===== config.mk =====
export PLATFORM = sky130hd
export DESIGN_NAME = prbs_byte_gen
export DESIGN_NICKNAME = d
export VERILOG_FILES = /design/src/rtl/prbs_pkg.sv /design/src/rtl/prbs_one_step.sv /design/src/rtl/prbs_step_net.sv /design/src/rtl/prbs_seed_guard.sv /design/src/rtl/prbs_byte_gen.sv
export SDC_FILE = /design/constraint.sdc
export NUM_CORES = 1
export LEC_CHECK = 0
export BUFFER_PORTS_ARGS = -buffer_cell sky130_fd_sc_hd__buf_2
export CORE_AREA = 3 3 40 42
export DETAILED_ROUTE_END_ITERATION = 7
export DIE_AREA = 0 0 43 45
export PLACE_DENSITY_LB_ADDON = 0.15
export SYNTH_ARGS = -nofsm -noshare
export SYNTH_HDL_FRONTEND = slang
export SYNTH_SLANG_ARGS = --single-unit

===== constraint.sdc =====
create_clock -name clk -period 1.7 [get_ports clk]
set_input_delay 0.34 -clock clk [delete_from_list [all_inputs] [get_ports clk]]
set_output_delay 0.34 -clock clk [all_outputs]
set_load 0.05 [all_outputs]

===== src/rtl/prbs_pkg.sv =====
package prbs_pkg;
  localparam int unsigned PRBS_W = 8;
  // feedback mask: bits 7,3,2,1 feed the new bit 0
  localparam logic [PRBS_W-1:0] PRBS_TAPS = 8'h8E;
  localparam logic [PRBS_W-1:0] PRBS_SAFE_SEED = 8'h01;
  localparam int unsigned PRBS_STEPS = 8;
  typedef logic [PRBS_W-1:0] prbs_word_t;
endpackage


===== src/rtl/prbs_one_step.sv =====
module prbs_one_step #(
  parameter int unsigned W = 8,
  parameter logic [W-1:0] TAPS = 8'h8E
) (
  input  logic [W-1:0] cur,
  output logic [W-1:0] nxt
);
  logic fb;
  always_comb begin
    fb  = ^(cur & TAPS);
    nxt = {cur[W-2:0], fb};
  end
endmodule


===== src/rtl/prbs_step_net.sv =====
module prbs_step_net #(
  parameter int unsigned W = 8,
  parameter logic [W-1:0] TAPS = 8'h8E,
  parameter int unsigned STEPS = 8
) (
  input  logic [W-1:0] state_q,
  output logic [W-1:0] state_adv
);
  logic [W-1:0] stage [STEPS+1];
  assign stage[0] = state_q;
  for (genvar k = 0; k < STEPS; k++) begin : g_chain
    prbs_one_step #(.W(W), .TAPS(TAPS)) u_step (
      .cur(stage[k]),
      .nxt(stage[k+1])
    );
  end
  assign state_adv = stage[STEPS];
endmodule


===== src/rtl/prbs_seed_guard.sv =====
module prbs_seed_guard #(
  parameter int unsigned W = 8,
  parameter logic [W-1:0] SAFE = 8'h01
) (
  input  logic [W-1:0] raw,
  output logic [W-1:0] safe
);
  always_comb safe = (raw == '0) ? SAFE : raw;
endmodule


===== src/rtl/prbs_byte_gen.sv =====
module prbs_byte_gen
  import prbs_pkg::*;
#(
  parameter int unsigned W = PRBS_W,
  parameter logic [W-1:0] TAPS = PRBS_TAPS,
  parameter int unsigned STEPS = PRBS_STEPS,
  parameter logic [W-1:0] SAFE = PRBS_SAFE_SEED
) (
  input  logic         clk,
  input  logic         rst,
  input  logic         step_en,
  input  logic         seed_wr,
  input  logic [W-1:0] seed_in,
  output logic [W-1:0] prbs_out
);
  logic [W-1:0] state_q, state_adv, seed_ok;

  prbs_step_net #(.W(W), .TAPS(TAPS), .STEPS(STEPS)) u_net (
    .state_q(state_q),
    .state_adv(state_adv)
  );

  prbs_seed_guard #(.W(W), .SAFE(SAFE)) u_guard (
    .raw(seed_in),
    .safe(seed_ok)
  );

  // load has priority over advance
  always_ff @(posedge clk) begin
    if (rst)          state_q <= SAFE;
    else if (seed_wr) state_q <= seed_ok;
    else if (step_en) state_q <= state_adv;
  end

  assign prbs_out = state_q;

  p_reset_r1: assert property (@(posedge clk) rst |=> prbs_out == SAFE);
  p_load_r3: assert property (@(posedge clk) disable iff (rst)
    (seed_wr && seed_in != '0) |=> prbs_out == $past(seed_in));
  p_prio_r4: assert property (@(posedge clk) disable iff (rst)
    (seed_wr && step_en && seed_in != '0) |=> prbs_out == $past(seed_in));
  p_zero_r5: assert property (@(posedge clk) disable iff (rst)
    (seed_wr && seed_in == '0) |=> prbs_out == SAFE);
  p_hold_r6: assert property (@(posedge clk) disable iff (rst)
    (!seed_wr && !step_en) |=> $stable(prbs_out));
  p_nonzero_r8: assert property (@(posedge clk) disable iff (rst)
    !rst |=> prbs_out != '0);

  if (W == 8 && STEPS == 8 && TAPS == 8'h8E) begin : g_cf_chk
    logic [7:0] cf;
    always_comb begin
      cf[7] = state_q[7]^state_q[3]^state_q[2]^state_q[1];
      cf[6] = state_q[6]^state_q[2]^state_q[1]^state_q[0];
      cf[5] = state_q[7]^state_q[5]^state_q[3]^state_q[2]^state_q[0];
      cf[4] = state_q[7]^state_q[6]^state_q[4]^state_q[3];
      cf[3] = state_q[6]^state_q[5]^state_q[3]^state_q[2];
      cf[2] = state_q[5]^state_q[4]^state_q[2]^state_q[1];
      cf[1] = state_q[4]^state_q[3]^state_q[1]^state_q[0];
      cf[0] = state_q[7]^state_q[1]^state_q[0];
    end
    p_closed_form_r7: assert property (@(posedge clk) disable iff (rst)
      (step_en && !seed_wr) |=> prbs_out == $past(cf));
  end
endmodule


==> results of run 1 <==
[per-stage QoR]
stage	util, %	hold WS [ns]
after detailed placement	54.33	0.6075
after global placement	54.33	0.6104
after CTS	56.09	0.3470
final	56.09	0.3497
after global routing	56.09	0.3476
after floorplan	-	0.4190
[cells by family after synthesis]
kind of cell	Yosys count	share of synthesized area (%)
flops	8	26.34
compound gates	18	22.02
simple gates	11	10.49
mux	2	3.292
buf+inv	13	8.847
xor+xnor	15	29.01
[final cells by class]
cell class              instances  area (µm²)
clock buffers                   3       22.52
fillers                       136       564.3
inverters                       8       30.03
multi-input cells              46       394.1
flip-flops and latches          8       160.2
well taps                      15       18.77
repair buffers                 19       95.09
[power by group]
part           internal [mW]  switching [mW]  total (mW)
registers              0.209          0.0375       0.246
clock network         0.0814          0.0730       0.154
logic                  0.136           0.164       0.300
[synth_stat cells]
cell type  count  share of area, %
o21ai_0        1              0.82
xnor2_1        9                13
buf_2          4               3.3
dfxtp_1        8                26
nand2_1        4               2.5
or4_1          1               1.2
a2111oi_2      2               4.9
nand2b_1       1               1.0
mux2i_1        2               3.3
xor3_1         2               7.8
xnor2_2        2               5.3
nor3_1         1              0.82
o211ai_1       1               1.2
clkbuf_1       1              0.62
o31a_1         1               1.4
nor4_1         1               1.0
xor2_1         2               2.9
inv_1          8               4.9
a21oi_1        6               4.9
nor2_1         1              0.62
a211oi_1       2               2.5
and4b_1        2               3.3
o21a_1         5               6.2
[path summary, 6_finish.rpt]
kind | startpoint | to | slack [ns] | depth (start not counted)
worst max-delay path | prbs_out[3] | prbs_out[3] | 0.29 | 1
worst min-delay path | seed_in[0] | prbs_out[0] | 0.35 | 3
worst max register to register | prbs_out[2] | prbs_out[3] | 0.34 | 4
worst min register to register | prbs_out[4] | prbs_out[4] | 0.63 | 2
[routing by layer]
| metal | track usage [%] | up-vias | routed length, µm |
|---|---|---|---|
| li1 | - | 264 | - |
| met1 | 17.11 | 233 | 557 |
| met2 | 23.05 | 16 | 584 |
| met3 | 7.171 | 2 | 91 |
| met4 | 5.422 | 0 | 8 |
| met5 | 0 | - | 0 |
==> results.cfg, run 1 <==
[status]
outcome = complete, no violations

[timing]
setup_viol = 0
rsz0062_at_grt = false
clock.fmax_ghz = 0.7098
worst_slack_ns = 0.2912
tns_ns = 0
final-hold-violation-count = 0
maxSlewHeadroom_pct = 78.21
drv_slew = 0
period_share_pct = 82.87
tightest_slew_ns = 0.3269
finClkSkew_ns = 0.001505
fin_crit_ns = 1.409

[logic_synthesis]
synth_area_um2 = 608.1
synth.distinct_cells = 23
seq_area_frac_synth_pct = 26.34
synth_cells = 67
ys_seq_elements = 8
yosys_warnings = 0
syn_nets = 79
synth_area_per_cell_um2 = 9.076

[hold_path]
hold_path.class = input port to flop

[pwr]
p_per_area_nw_per_um2 = 972.0
leakage_nw = 0.3439
total_power_mw = 0.7005
ir_drop_uv = 483.6

[cells_and_area]
area_delta_synth_final_pct = 18.52
layout_commonest_cell = buf_2
final_cell_count_no_fill = 99
n_antenna_cell = 0
drive_gt1_share_pct = 30.95
largest_reg_flops = 8
final_cell_mix = buf_2 (19), xnor2_1 (9), inv_1 (8), dfxtp_1 (8), a21oi_1 (6)
final_area_um2 = 720.7
fin_nets = 98

[clock_tree]
htreeDepth = 1
cts_resized = 0
ctsHoldBuffers = 0
clockBufferDepth = 2
post_cts_buffers = 0
cts-root-buf = clkbuf_4
clock-sinks = 8
clock_latency_ns = 0.26
clk_pin_slew_ns = 0.06
cts_tree = done
numCtsBuffers = 3

[worst_setup_path]
endpoint_kind = output pin
crit_required_ns = 1.36
cp_cell_sequence = buf_2
slowest_delay_ns = 0.48
cp_max_fo = 5
cp_slowest_cell = dfxtp_1
cp_top_family = flip-flops
critical_path_buf_inv_count = 1
worstPathArrival_ns = 1.07
startpoint_type = flop
crit_type = flop to output pin

[route]
ant_nets = 0
drc_errors = 0
vias_per_cell = 5.202
drtIter0Drc = 6
vias = 515
routedWlPerCell_um = 12.54
firstDrtPassIters = 3
wl_um = 1241

[grt]
grt_usage_pct = 14.56
overflow = 0
first_global_vias = 452
grt_max_degree = 20
antenna_found_initial = 0
grt_pass1_wl_um = 1980

[job]
cap_violations = 0

[placement]
dp_slack_ns = 0.3038
placedCellCount = 96
routabilityCongestion = 0.7134
dp_hpwl_um = 962.5
portBuffers = 19
post_dp_cell_area_um2 = 698.2

[die]
die_area_um2 = 1935
die_h_um = 45
die_x_um = 43
initial_core_util_pct = 47.32
placementRows = 13
pin_count = 20
coreArea_um2 = 1285
Power figures use the tool's default switching activity.
==> inputs of run 2 (changes only) <==
clock period = 1.4 ns   (was 1.7 ns; I/O delays follow)
==> run 2 against run 1 <==
- register-to-register slack got worse by 0.20 ns
- first-iteration DRC count increased to 2.5 times the previous value
- die area unchanged
- sequential power increased by 24%
- sequential cell count unchanged
- final cell count increased by 1.0%
- setup slack got worse by 0.15 ns
- clock power increased by 29%
- combinational power increased by 23%
- wire length increased by 2.4%
- via count increased by 2.9%
- highest routed layer is now met3
==> results.cfg, run 2 (synthesized netlist as in run 1, its figures left out) <==
[pwr]
ir_drop_uv = 611.3
p_per_area_nw_per_um2 = 1178
leakage_nw = 0.3471

[route]
drc_errors = 0
drtIter0Drc = 15
vias = 530
ant_nets = 0
vias_per_cell = 5.300
routedWlPerCell_um = 12.71
firstDrtPassIters = 4
wl_um = 1271

[clock_tree]
post_cts_buffers = 0
cts_tree = done
clock_latency_ns = 0.25
cts_resized = 0
numCtsBuffers = 3
clk_pin_slew_ns = 0.06
ctsHoldBuffers = 0
clockBufferDepth = 2
htreeDepth = 1
clock-sinks = 8
cts-root-buf = clkbuf_4

[timing]
final-hold-violation-count = 0
tightest_slew_ns = 0.3443
tns_ns = 0
rsz0062_at_grt = false
drv_slew = 0
setup_viol = 0
period_share_pct = 89.93
fin_crit_ns = 1.259
maxSlewHeadroom_pct = 77.05
clock.fmax_ghz = 0.7943
finClkSkew_ns = 0.0006422

[status]
outcome = complete, no violations

[cells_and_area]
layout_commonest_cell = buf_2
area_delta_synth_final_pct = 21.60
n_antenna_cell = 0
largest_reg_flops = 8
fin_nets = 98
drive_gt1_share_pct = 37.65
final_cell_mix = buf_2 (19), xnor2_1 (9), inv_1 (8)
finalCoreUtilization_pct = 57.55

[die]
die_x_um = 43
placementRows = 13
die_h_um = 45
die_area_um2 = 1935
coreArea_um2 = 1285
initial_core_util_pct = 47.32
pin_count = 20

[worst_setup_path]
crit_required_ns = 1.55
crit_type = flop to flop
cp_cell_sequence = xor3_1 > nand2_1 > xnor2_1 > o21a_1
endpoint_kind = flop
startpoint_type = flop
cp_slowest_cell = xor3_1
worstPathArrival_ns = 1.41
cp_max_fo = 5
ff2ff_path_depth = 4
slowest_delay_ns = 0.43

[placement]
dp_hpwl_um = 959.9
routabilityCongestion = 0.6989
portBuffers = 19

[grt]
antenna_found_initial = 0
overflow = 0
grt_pass1_wl_um = 2235
grt_max_degree = 20
grt_usage_pct = 15.26
first_global_vias = 479

[job]
cap_violations = 0

[hold_path]
hold_path.class = input port to flop
hold_path_depth = 3
==> run 2: cell count changes in the layout (fill, tap and decap cells not counted) <==
cell,change
clkbuf_1,+1
dfxtp_1,-6
dfxtp_2,+3
dfxtp_4,+3
==> run 2: path summary, 6_finish.rpt <==
check / end / start / slack (ns)
hold / removal: prbs_out[7] / seed_in[7] / 0.29
setup / recovery: prbs_out[3] / prbs_out[2] / 0.14
setup reg to reg: prbs_out[3] / prbs_out[2] / 0.14
hold reg to reg: prbs_out[0] / prbs_out[0] / 0.58
==> run 2: final cells by class <==
class / count / area, µm²
sequential: 8 / 175.2
clock buffer: 4 / 26.28
multi-input combinational: 46 / 394.1
fill: 116 / 545.5
tap: 15 / 18.77
timing repair buffer: 19 / 95.09
inverter: 8 / 30.03
==> run 2: power by group <==
part	internal [mW]	switching, mW	total (mW)
clock	0.110	0.0885	0.198
sequential	0.257	0.0468	0.304
combinational	0.166	0.203	0.369
==> run 2: per-layer routing <==
layer | wire, µm | global-route usage (%) | up-vias
met4 | 0 | 7.229 | 0
met2 | 580 | 23.95 | 21
li1 | - | - | 267
met1 | 600 | 20.64 | 242
met3 | 90 | 2.390 | 0
met5 | 0 | 0 | -
==> run 2: metrics by stage <==
stage	std cells	setup WS, ns	instance area, µm²	power (mW)	hold WS [ns]
floorplan	67	-0.004381	623.1	0.6083	0.3495
global placement	96	0.07907	713.2	0.6742	0.5463
detailed placement	96	0.05701	713.2	0.6767	0.5501
CTS	100	0.1359	739.5	0.8819	0.2778
global route	100	0.05036	739.5	0.9333	0.2875
finish	100	0.1410	739.5	0.8712	0.2865
==> run 2: worst max-delay path, delay by kind of cell (launching register included) <==
family | cells | cell delay (ns)
flip-flops | 1 | 0.40
XOR/XNOR | 2 | 0.50
AO/OA/AOI/OAI | 1 | 0.16
AND/OR/NAND/NOR | 1 | 0.10
